==> config.mk <==
export PLATFORM = sky130hd
export DESIGN_NAME = trv_route_fabric
export DESIGN_NICKNAME = d
export VERILOG_FILES = /design/src/rtl/trv_pkg.sv /design/src/rtl/trv_fifo.sv /design/src/rtl/trv_stage.sv /design/src/rtl/trv_route_fabric.sv
export SDC_FILE = /design/constraint.sdc
export NUM_CORES = 1
export LEC_CHECK = 0
export ABC_AREA = 1
export ABC_CLOCK_PERIOD_IN_PS = 2800
export BUFFER_PORTS_ARGS = -buffer_cell sky130_fd_sc_hd__buf_2
export CAP_MARGIN = 20
export CELL_PAD_IN_SITES_DETAIL_PLACEMENT = 1
export CELL_PAD_IN_SITES_GLOBAL_PLACEMENT = 1
export CORE_ASPECT_RATIO = 1.5
export CORE_UTILIZATION = 28
export CTS_CLUSTER_DIAMETER = 100
export DETAILED_ROUTE_END_ITERATION = 10
export PLACE_DENSITY = 0.6
export SYNTH_ARGS = -nofsm -noshare
export SYNTH_HDL_FRONTEND = slang
export SYNTH_SLANG_ARGS = --single-unit
==> constraint.sdc <==
create_clock -name clk -period 2.8 [get_ports clk]
set_input_delay 0.28 -clock clk [delete_from_list [all_inputs] [get_ports clk]]
set_output_delay 0.28 -clock clk [all_outputs]
set_load 0.005 [all_outputs]
==> src/rtl/trv_pkg.sv <==
package trv_pkg;
  localparam int ID_W  = 4;
  localparam int CNT_W = 3;
  localparam int PAT_W = 8;

  typedef struct packed {
    logic [ID_W-1:0]  id;
    logic [CNT_W-1:0] cnt;
    logic [PAT_W-1:0] pat;
  } ray_t;

  localparam int RAY_W = $bits(ray_t);

  typedef enum logic [1:0] {ST_FETCH = 2'd0, ST_BOX = 2'd1, ST_STACK = 2'd2} stage_e;

  // 1 selects the stage's alternate route: fetch -> intersection, stack -> shader
  function automatic logic route_alt(stage_e kind, ray_t r);
    case (kind)
      ST_FETCH: route_alt = r.pat[0];
      ST_STACK: route_alt = (r.cnt == '0);
      default:  route_alt = 1'b0;
    endcase
  endfunction

  function automatic ray_t stage_xform(stage_e kind, ray_t r);
    ray_t o;
    o = r;
    case (kind)
      ST_FETCH: o.pat = r.pat >> 1;
      ST_STACK: if (r.cnt != '0) o.cnt = r.cnt - 1'b1;
      default:  o = r;
    endcase
    stage_xform = o;
  endfunction
endpackage

==> src/rtl/trv_fifo.sv <==
module trv_fifo #(
  parameter int W     = 15,
  parameter int DEPTH = 16
) (
  input  logic         clk,
  input  logic         rst_n,
  input  logic         push,
  input  logic [W-1:0] din,
  output logic         full,
  input  logic         pop,
  output logic [W-1:0] dout,
  output logic         empty
);
  localparam int AW = (DEPTH > 1) ? $clog2(DEPTH) : 1;

  logic [W-1:0] mem [DEPTH];
  logic [AW-1:0] wr_ptr, rd_ptr;
  logic [AW:0]   count;

  assign full  = (count == (AW+1)'(DEPTH));
  assign empty = (count == '0);
  assign dout  = mem[rd_ptr];

  function automatic logic [AW-1:0] ptr_next(logic [AW-1:0] p);
    ptr_next = (p == AW'(DEPTH-1)) ? '0 : p + 1'b1;
  endfunction

  always_ff @(posedge clk) begin
    if (!rst_n) begin
      wr_ptr <= '0;
      rd_ptr <= '0;
      count  <= '0;
    end else begin
      if (push) wr_ptr <= ptr_next(wr_ptr);
      if (pop)  rd_ptr <= ptr_next(rd_ptr);
      case ({push, pop})
        2'b10:   count <= count + 1'b1;
        2'b01:   count <= count - 1'b1;
        default: count <= count;
      endcase
    end
  end

  always_ff @(posedge clk) begin
    if (push) mem[wr_ptr] <= din;
  end

  AST_NO_OVERFLOW:  assert property (@(posedge clk) disable iff (!rst_n) push |-> !full);
  AST_NO_UNDERFLOW: assert property (@(posedge clk) disable iff (!rst_n) pop |-> !empty);
endmodule

==> src/rtl/trv_stage.sv <==
module trv_stage
  import trv_pkg::*;
#(
  parameter stage_e KIND = ST_FETCH,
  parameter int     LAT  = 2
) (
  input  logic clk,
  input  logic rst_n,
  input  logic in_valid,
  input  ray_t in_ray,
  output logic in_pop,
  output logic out_valid,
  output ray_t out_ray,
  output logic out_alt,
  input  logic out_ready
);
  logic [LAT-1:0] vld;
  logic [LAT-1:0] alt;
  ray_t           pipe [LAT];
  logic           adv;

  // the whole stub pipe stalls only when its last slot cannot leave
  assign adv    = !(vld[LAT-1] && !out_ready);
  assign in_pop = adv && in_valid;

  always_ff @(posedge clk) begin
    if (!rst_n) begin
      vld <= '0;
    end else if (adv) begin
      vld[0] <= in_valid;
      for (int i = 1; i < LAT; i++) vld[i] <= vld[i-1];
    end
  end

  always_ff @(posedge clk) begin
    if (adv) begin
      pipe[0] <= stage_xform(KIND, in_ray);
      alt[0]  <= route_alt(KIND, in_ray);
      for (int i = 1; i < LAT; i++) begin
        pipe[i] <= pipe[i-1];
        alt[i]  <= alt[i-1];
      end
    end
  end

  assign out_valid = vld[LAT-1];
  assign out_ray   = pipe[LAT-1];
  assign out_alt   = alt[LAT-1];

  AST_STAGE_KEEPS_RAY: assert property (@(posedge clk) disable iff (!rst_n)
    out_valid && !out_ready |=> out_valid);
endmodule

==> src/rtl/trv_route_fabric.sv <==
module trv_route_fabric
  import trv_pkg::*;
#(
  parameter int LAT   = 2,
  parameter int DEPTH = 16
) (
  input  logic             clk,
  input  logic             rst_n,
  input  logic             new_valid,
  output logic             new_ready,
  input  logic [RAY_W-1:0] new_ray,
  input  logic             ret_valid,
  output logic             ret_ready,
  input  logic [RAY_W-1:0] ret_ray,
  output logic             ist_valid,
  input  logic             ist_ready,
  output logic [RAY_W-1:0] ist_ray,
  output logic             shd_valid,
  input  logic             shd_ready,
  output logic [RAY_W-1:0] shd_ray
);
  localparam int NST = 3;
  localparam int FE  = 0;
  localparam int BX  = 1;
  localparam int SK  = 2;

  logic [NST-1:0] f_push, f_full, f_empty, f_pop;
  ray_t           f_din  [NST];
  ray_t           f_dout [NST];
  logic [NST-1:0] so_valid, so_alt, so_ready;
  ray_t           so_ray [NST];

  // named crossbar events (only the legal branch paths exist)
  logic fb_to_fetch, done_to_shd, leaf_to_ist, inner_to_box, box_to_stack;
  logic new_to_fetch, ret_to_stack;

  assign fb_to_fetch  = so_valid[SK] && !so_alt[SK];
  assign done_to_shd  = so_valid[SK] &&  so_alt[SK];
  assign leaf_to_ist  = so_valid[FE] &&  so_alt[FE];
  assign inner_to_box = so_valid[FE] && !so_alt[FE];
  assign box_to_stack = so_valid[BX];

  // fed-back rays win over rays arriving from outside
  assign new_ready    = !f_full[FE] && !fb_to_fetch;
  assign ret_ready    = !f_full[SK] && !box_to_stack;
  assign new_to_fetch = new_valid && new_ready;
  assign ret_to_stack = ret_valid && ret_ready;

  assign f_push[FE] = (fb_to_fetch && !f_full[FE]) || new_to_fetch;
  assign f_din[FE]  = fb_to_fetch ? so_ray[SK] : ray_t'(new_ray);
  assign f_push[BX] = inner_to_box && !f_full[BX];
  assign f_din[BX]  = so_ray[FE];
  assign f_push[SK] = (box_to_stack && !f_full[SK]) || ret_to_stack;
  assign f_din[SK]  = box_to_stack ? so_ray[BX] : ray_t'(ret_ray);

  assign so_ready[FE] = so_alt[FE] ? ist_ready : !f_full[BX];
  assign so_ready[BX] = !f_full[SK];
  assign so_ready[SK] = so_alt[SK] ? shd_ready : !f_full[FE];

  for (genvar g = 0; g < NST; g++) begin : g_sub
    trv_fifo #(.W(RAY_W), .DEPTH(DEPTH)) u_fifo (
      .clk   (clk),
      .rst_n (rst_n),
      .push  (f_push[g]),
      .din   (f_din[g]),
      .full  (f_full[g]),
      .pop   (f_pop[g]),
      .dout  (f_dout[g]),
      .empty (f_empty[g])
    );
    trv_stage #(.KIND(stage_e'(g)), .LAT(LAT)) u_stage (
      .clk       (clk),
      .rst_n     (rst_n),
      .in_valid  (!f_empty[g]),
      .in_ray    (f_dout[g]),
      .in_pop    (f_pop[g]),
      .out_valid (so_valid[g]),
      .out_ray   (so_ray[g]),
      .out_alt   (so_alt[g]),
      .out_ready (so_ready[g])
    );
  end

  assign ist_valid = leaf_to_ist;
  assign ist_ray   = so_ray[FE];
  assign shd_valid = done_to_shd;
  assign shd_ray   = so_ray[SK];

  AST_FEEDBACK_BEATS_NEW: assert property (@(posedge clk) disable iff (!rst_n)
    fb_to_fetch |-> !new_ready);
  AST_BOX_BEATS_RETURN: assert property (@(posedge clk) disable iff (!rst_n)
    box_to_stack |-> !ret_ready);
  AST_IST_HOLD: assert property (@(posedge clk) disable iff (!rst_n)
    ist_valid && !ist_ready |=> ist_valid && $stable(ist_ray));
  AST_SHD_HOLD: assert property (@(posedge clk) disable iff (!rst_n)
    shd_valid && !shd_ready |=> shd_valid && $stable(shd_ray));
  AST_SHD_STACK_EMPTY: assert property (@(posedge clk) disable iff (!rst_n)
    shd_valid |-> (shd_ray[PAT_W +: CNT_W] == '0));
endmodule

Yosys cells after proc, flatten, opt, wreduce, memory -nomap -nowiden
Memory sizes are Yosys's and may differ from the RTL's. A register that Yosys moved wholly into a read port is not among the register bits.
Index checks and enable logic that the tools add are counted.
{ "totals": {"ram_bits": 810, "mem_bits_ro": 0, "out_inout_bits": 34, "latch_bits": 0, "memories": 6, "ff_bits": 49, "inputBits": 36} }
{ "classes": {"n_bitwise": 0, "div_mod_pow": 0, "magnitude_cmp": 0, "n_eq_ne": 15, "n_shift": 0, "mux": 34, "n_addsub": 13, "n_reduce_logical": 42, "multipliers": 0} }
{ "mem_list": {"columns": ["name", "words", "width", "rd", "rd_ports_with_merged_regs", "write_ports", "line", "source"], "rows": [
  ["g_sub[0].u_fifo.mem", 16, 15, 1, 1, 1, "trv_fifo.sv:16", "logic [W-1:0] mem [DEPTH];"],
  ["g_sub[1].u_fifo.mem", 16, 15, 1, 1, 1, "trv_fifo.sv:16", null],
  ["g_sub[2].u_fifo.mem", 16, 15, 1, 1, 1, "trv_fifo.sv:16", null],
  ["g_sub[0].u_stage.pipe", 2, 15, 2, 0, 2, "trv_stage.sv:19", "ray_t pipe [LAT];"],
  ["g_sub[1].u_stage.pipe", 2, 15, 2, 0, 2, "trv_stage.sv:19", null],
  ["g_sub[2].u_stage.pipe", 2, 15, 2, 0, 2, "trv_stage.sv:19", null]
]} }
{ "op_table": {"columns": ["op", "n"], "rows": [
  ["$mux W4", 12],
  ["$mux W15", 3],
  ["$pmux W5 S2", 3],
  ["$add A4 B1 Y4 const B", 6],
  ["$eq A4 B4 Y1 const B", 6],
  ["$logic_and A1 B1 Y1", 17],
  ["$add A5 B1 Y5 const B", 3],
  ["$eq A5 B5 Y1 const B", 3],
  ["$logic_not A1 Y1", 15],
  ["$logic_not A5 Y1", 3],
  ["$sub A5 B1 Y5 const B", 3],
  ["$mux W12", 1],
  ["$mux W1", 11],
  ["$mux W8", 1],
  ["$mux W7", 1],
  ["$eq A2 B1 Y1 const B", 3],
  ["$eq A2 B2 Y1 const B", 3],
  ["$mux W3", 2],
  ["$reduce_bool A2 Y1", 3],
  ["$logic_not A3 Y1", 1],
  ["$reduce_bool A3 Y1", 1],
  ["$sub A3 B1 Y3 const B", 1],
  ["$logic_or A1 B1 Y1", 2]
]} }

Depth between registers and ports, before layout
{ "logic_depth": {"ltp_word": 9, "depth_mapped": 17, "depth_no_buf": 17} }

By module
Synthesis repeated with hierarchy kept, for this count alone.
{ "hier_totals": {"hier_cells": 2975, "hier_area_um2": 35870.7} }
{ "by_module_without_submodules": {"columns": ["mod", "area_per_inst_um2", "cells_each", "instances"], "rows": [
  ["trv_fifo at g_sub[1].u_fifo ...", 10647.7, 891, 2],
  ["trv_fifo at g_sub[0].u_fifo", 10644.0, 891, 1],
  ["trv_stage at g_sub[2].u_stage", 1229.9, 68, 1],
  ["trv_stage at g_sub[1].u_stage", 1111.1, 58, 1],
  ["trv_stage at g_sub[0].u_stage", 1103.6, 57, 1],
  ["trv_route_fabric", 486.7, 119, 1]
]} }

Worst setup path after synthesis
No wires, ideal clock.
{ "synth_timing": {"path_type": "register to register", "from": "register g_sub[2].u_fifo.count[0]", "to": "register g_sub[1].u_fifo.count[4]", "t_arrival_ns": 2.996, "setup_ns": 0.132, "synth_period_minus_slack_ns": 3.129, "stages_incl_launch_ff": 12, "path_slack_ns": -0.329, "path_cell_list": "dfxtp_1 nor2_1 nand4_1 nand2_1 inv_1 ha_1 fa_1 nand3_1 nand2_1 xnor2_1 nand2_1 a21oi_1"} }
{ "synth_between": {"elab_chain_cells": 6} }
{ "synth_lines": {"columns": ["item", "line", "source"], "rows": [
  ["from (decl)", "trv_fifo.sv:18", "logic [AW:0] count;"],
  ["from (signal assigned)", "trv_fifo.sv:37", "2'b10: count <= count + 1'b1;"],
  ["from (signal assigned)", "trv_fifo.sv:38", "2'b01: count <= count - 1'b1;"],
  ["from (signal assigned)", "trv_fifo.sv:39", "default: count <= count;"],
  ["$eq A5 B5 Y1 (*)", "trv_fifo.sv:20", "assign full = (count == (AW+1)'(DEPTH));"],
  ["$logic_and A1 B1 Y1 (*)", "trv_stage.sv:23", "assign adv = !(vld[LAT-1] && !out_ready);"],
  ["$logic_not A1 Y1 (*)", "trv_stage.sv:23", null],
  ["$logic_and A1 B1 Y1 (*)", "trv_stage.sv:24", "assign in_pop = adv && in_valid;"],
  ["$eq A2 B1 Y1 or $eq A2 B2 Y1 (tied branches)", "trv_fifo.sv:36", "case ({push, pop})"],
  ["$pmux W5 S2 or $reduce_bool A2 Y1 (tied branches)", null, null],
  ["to (signal assigned)", "trv_fifo.sv:37", null],
  ["to (signal assigned)", "trv_fifo.sv:38", null],
  ["to (signal assigned)", "trv_fifo.sv:39", null],
  ["to (decl)", "trv_fifo.sv:18", null]
]} }
Every way passes the cells marked *; elsewhere a longest branch is shown, timed or not.
A chain may end at the register's enable or synchronous reset.

Final worst setup path
{ "layout_timing": {"from": "register g_sub[2].u_stage.alt[1]", "to": "register g_sub[2].u_fifo.count[2]"} }
{ "layout_between": {"elab_chain_cells": 7} }
{ "layout_lines": {"columns": ["item", "line", "source"], "rows": [
  ["from (decl)", "trv_stage.sv:18", "logic [LAT-1:0] alt;"],
  ["from (signal, indexed assignment)", "trv_stage.sv:41", "alt[i] <= alt[i-1];"],
  ["$mux W1 (*)", "trv_route_fabric.sv:58", "assign so_ready[SK] = so_alt[SK] ? shd_ready : !f_full[FE];"],
  ["$logic_not A1 Y1 (*)", "trv_stage.sv:23", null],
  ["$logic_and A1 B1 Y1 (*)", "trv_stage.sv:23", null],
  ["$logic_not A1 Y1 (*)", "trv_stage.sv:23", null],
  ["$logic_and A1 B1 Y1 (*)", "trv_stage.sv:24", null],
  ["$eq A2 B1 Y1 or $eq A2 B2 Y1 (tied branches)", "trv_fifo.sv:36", null],
  ["$pmux W5 S2 or $reduce_bool A2 Y1 (tied branches)", null, null]
]} }
Marked as above.

==> impl_metrics.tcl <==
set metrics [dict create \
    outcome "complete, no violations" \
    fin_crit_ns 2.48 \
    design.core.area_um2 123000 \
    slowest_delay_ns 0.41 \
    fin_cells 4649 \
    tightestPinTransition_ns 0.837 \
    cts_tree "yes" \
    avgViaCountPerCell 4.69 \
    dpl.hpwl_um 60800 \
    crit_buf_inv 2 \
    synth_cells 2882 \
    yosysSeqAreaShare 0.719 \
    drive_above_1_share 0.125 \
    critical_path_class "register to register" \
    die_width_um 290 \
    yosys_register_bits 851 \
    clkPwrFrac 0.281 \
    clk_pin_slew_ns 0.06 \
    grt_pass1_vias 22681 \
    final_cell_area_um2 40100 \
    area_growth_pct 15.4 \
    pwr-share-comb 0.266 \
    drv_cap 0 \
    place_ws_ns 0.374 \
    grt_max_degree 73 \
    internal_power_mw 26.5 \
    synth.avg_cell_area_um2 12.1 \
    cts-buffers-inserted 83 \
    power_frac_seq 0.452 \
    arrival_ns 3.04 \
    fin_skew_ns 0.0276 \
    drt_iter0_markers 1468 \
    synth.net_count 2948 \
    clockBufferDepth 3 \
    p_leak_nw 14.5 \
    clkSinkCount 851 \
    powerDensity_nw_per_um2 1010 \
    track_usage 0.155 \
    port_buffers 68 \
    wirelength_um 96800 \
    setup_viol 0 \
    clk_latency_ns 0.69 \
    grt.overflow.total 0 \
    worstPathRequired_ns 3.36 \
    drt_first_pass_iters 5 \
    die_y_um 434 \
    synth_area_leaders "edfxtp_1 (69%), nand2_1 (4.2%), nand3_1 (3.7%)" \
    yosysWarnings 0 \
    synth.distinct_cells 35 \
    ctsHoldBuffers 0 \
    wl_per_cell_um 20.8 \
    startpoint_type "register" \
    std_cell_rows 158 \
    vdd_drop_max_uv 502 \
    cts_setup_buffers 0 \
    power_mw 40.5 \
    crit_chain "nand2_1 > or2_2 > nand3_1 > inv_1 > ha_1 > nor2_1 > nor2_1 > ha_1 > a21o_1 > xor2_1 > o21ai_0 > inv_1" \
    drtAntennaViolNets 0 \
    finalNetCount 3049 \
    placed_cells 4498 \
    vias 21823 \
    dieArea_um2 126000 \
    p_sw_mw 14.1 \
    synthFlopType "edfxtp_1" \
    rsz0062_at_grt "no" \
    cp_slowest_cell "edfxtp_1" \
    antenna_found_initial 11 \
    synth_top_area_frac 0.686 \
    synthArstFlopShare 0 \
    ios 70 \
    syn_area_um2 34800 \
    slew_headroom 0.442 \
    finalWorstSetupSlack_ns 0.320 \
    clockRootBuffer "clkbuf_16" \
    swShare 0.347 \
    cp_top_family "simple AND/OR/NAND/NOR gates" \
    grt_pass1_wl_um 144000 \
    place.gp.congestion 0.782 \
    end_kind "register" \
    hold_class "primary input to register" \
    cts_resized 0 \
    start_util 0.282 \
    fin_crit_sh 0.886 \
    htreeDepth 3 \
    fin_util 0.325 \
    fmax_ghz 0.403 \
    place_area_um2 37400 \
    slew_violations 0 \
    synth_edf_count 794 \
    cp_max_fo 7 \
    drc_errors 0 \
    yosys.area.top_type "edfxtp_1" \
    hold_viol_final 0 \
]
## synth_stat cells (29+ instances only)
cell	instances
inv_1	334
o21ai_0	244
nand3_1	259
nand2_1	389
o211ai_1	168
buf_4	45
a21oi_1	143
dfxtp_1	57
buf_2	38
edfxtp_1	794
ha_1	29
nor2_1	244
clkbuf_1	69
## through the flow
step                      hold slack (ns)  TNS (ns)
after global routing               0.0826         0
after detailed placement            0.405         0
after global placement              0.403         0
after CTS                         0.00404         0
final                              0.0508         0
after floorplan                     0.400    -0.307
## cell type report
cell class,count,area (um2)
multi-input cells,1517,7680
clock buffers,96,2180
inverters,337,1270
fillers,13444,83300
diodes,1,2.50
flip-flops and latches,851,25000
clock inverters,54,537
repair buffers,193,1430
well taps,1600,2000
## layout by cell type (no fill, tap or decap), types with 2 or more instances in the layout
| master | instances |
|---|---|
| bufinv_16 | 9 |
| clkbuf_16 | 84 |
| nor2_2 | 35 |
| inv_1 | 333 |
| clkbuf_1 | 9 |
| inv_6 | 5 |
| nand3_1 | 258 |
| edfxtp_1 | 794 |
| xnor2_1 | 2 |
| o21ai_0 | 244 |
| dfxtp_4 | 6 |
| nor2_1 | 210 |
| nand2_1 | 388 |
| o21ai_2 | 3 |
| ha_1 | 26 |
| ha_4 | 3 |
| o21ai_1 | 2 |
| o211ai_1 | 168 |
| nand2_2 | 2 |
| or2_2 | 3 |
| clkbuf_8 | 3 |
| buf_12 | 12 |
| nand4_1 | 5 |
| buf_2 | 68 |
| clkinvlp_4 | 6 |
| dfxtp_1 | 50 |
| buf_4 | 113 |
| nor3_1 | 5 |
| inv_2 | 3 |
| xor2_1 | 10 |
| clkinv_2 | 17 |
| a21oi_1 | 142 |
| clkinv_1 | 15 |
## worst min-delay path: cells and delay by family
kind | cells | cell delay, ns
buffers and inverters | 1 | 0.08
and+or+nand+nor | 3 | 0.27
AOI/OAI and AO/OA | 1 | 0.05
## final timing paths
| path | from | to | slack (ns) | cells after the start |
|---|---|---|---|---|
| min | ist_ready | g_sub[0].u_stage.vld[0] | 0.05 | 5 |
| min reg2reg | g_sub[0].u_stage.pipe[0][3] | g_sub[0].u_stage.pipe[0][18] | 0.42 | 0 |
| max | g_sub[2].u_stage.alt[1] | g_sub[2].u_fifo.count[2] | 0.32 | 12 |
| max reg2reg | g_sub[2].u_stage.alt[1] | g_sub[2].u_fifo.count[2] | 0.32 | 12 |
## kinds of logic (layout without fill, tap and decap cells)
kind of cell,count (synthesis),count (layout),share of synthesized area
AO/OA/AOI/OAI,564,564,0.0939
XOR/XNOR,12,12,0.00302
adder cells (fa/ha/maj),30,30,0.0110
buffers and inverters,514,680,0.0643
flip-flops,851,851,0.719
other,1,2,0.000108
AND/OR/NAND/NOR,910,910,0.109
## sequential cells by signal (all words and copies together), names as in the netlist, named ones only
signal / count
g_sub.u_fifo.mem: 704
g_sub.u_stage.pipe: 86
g_sub.u_fifo.count: 15
g_sub.u_fifo.rd_ptr: 12
g_sub.u_fifo.wr_ptr: 12
g_sub.u_stage.vld: 6
g_sub.u_stage.alt: 4
## power by group through the flow
stage	Sequential (mW)	Clock (mW)	Combinational, mW
after global routing	18.6	12.1	12.1
final	18.3	11.4	10.8
after CTS	18.4	11.7	11.0
after floorplan	17.5	0	7.68
after detailed placement	18.6	0	11.0
after global placement	18.6	0	10.8
## per-layer routing
metal  track usage  share of wire  vias to the layer above  wire length [um]
met2         0.279           0.52                      378             50300
met4        0.0555          0.028                        6              2750
met5             0        0.00030                        -                29
met1         0.185           0.42                    11040             40200
met3        0.0231          0.036                      125              3500
li1              -              -                    10274                 -
Power figures use the tool's default switching activity.
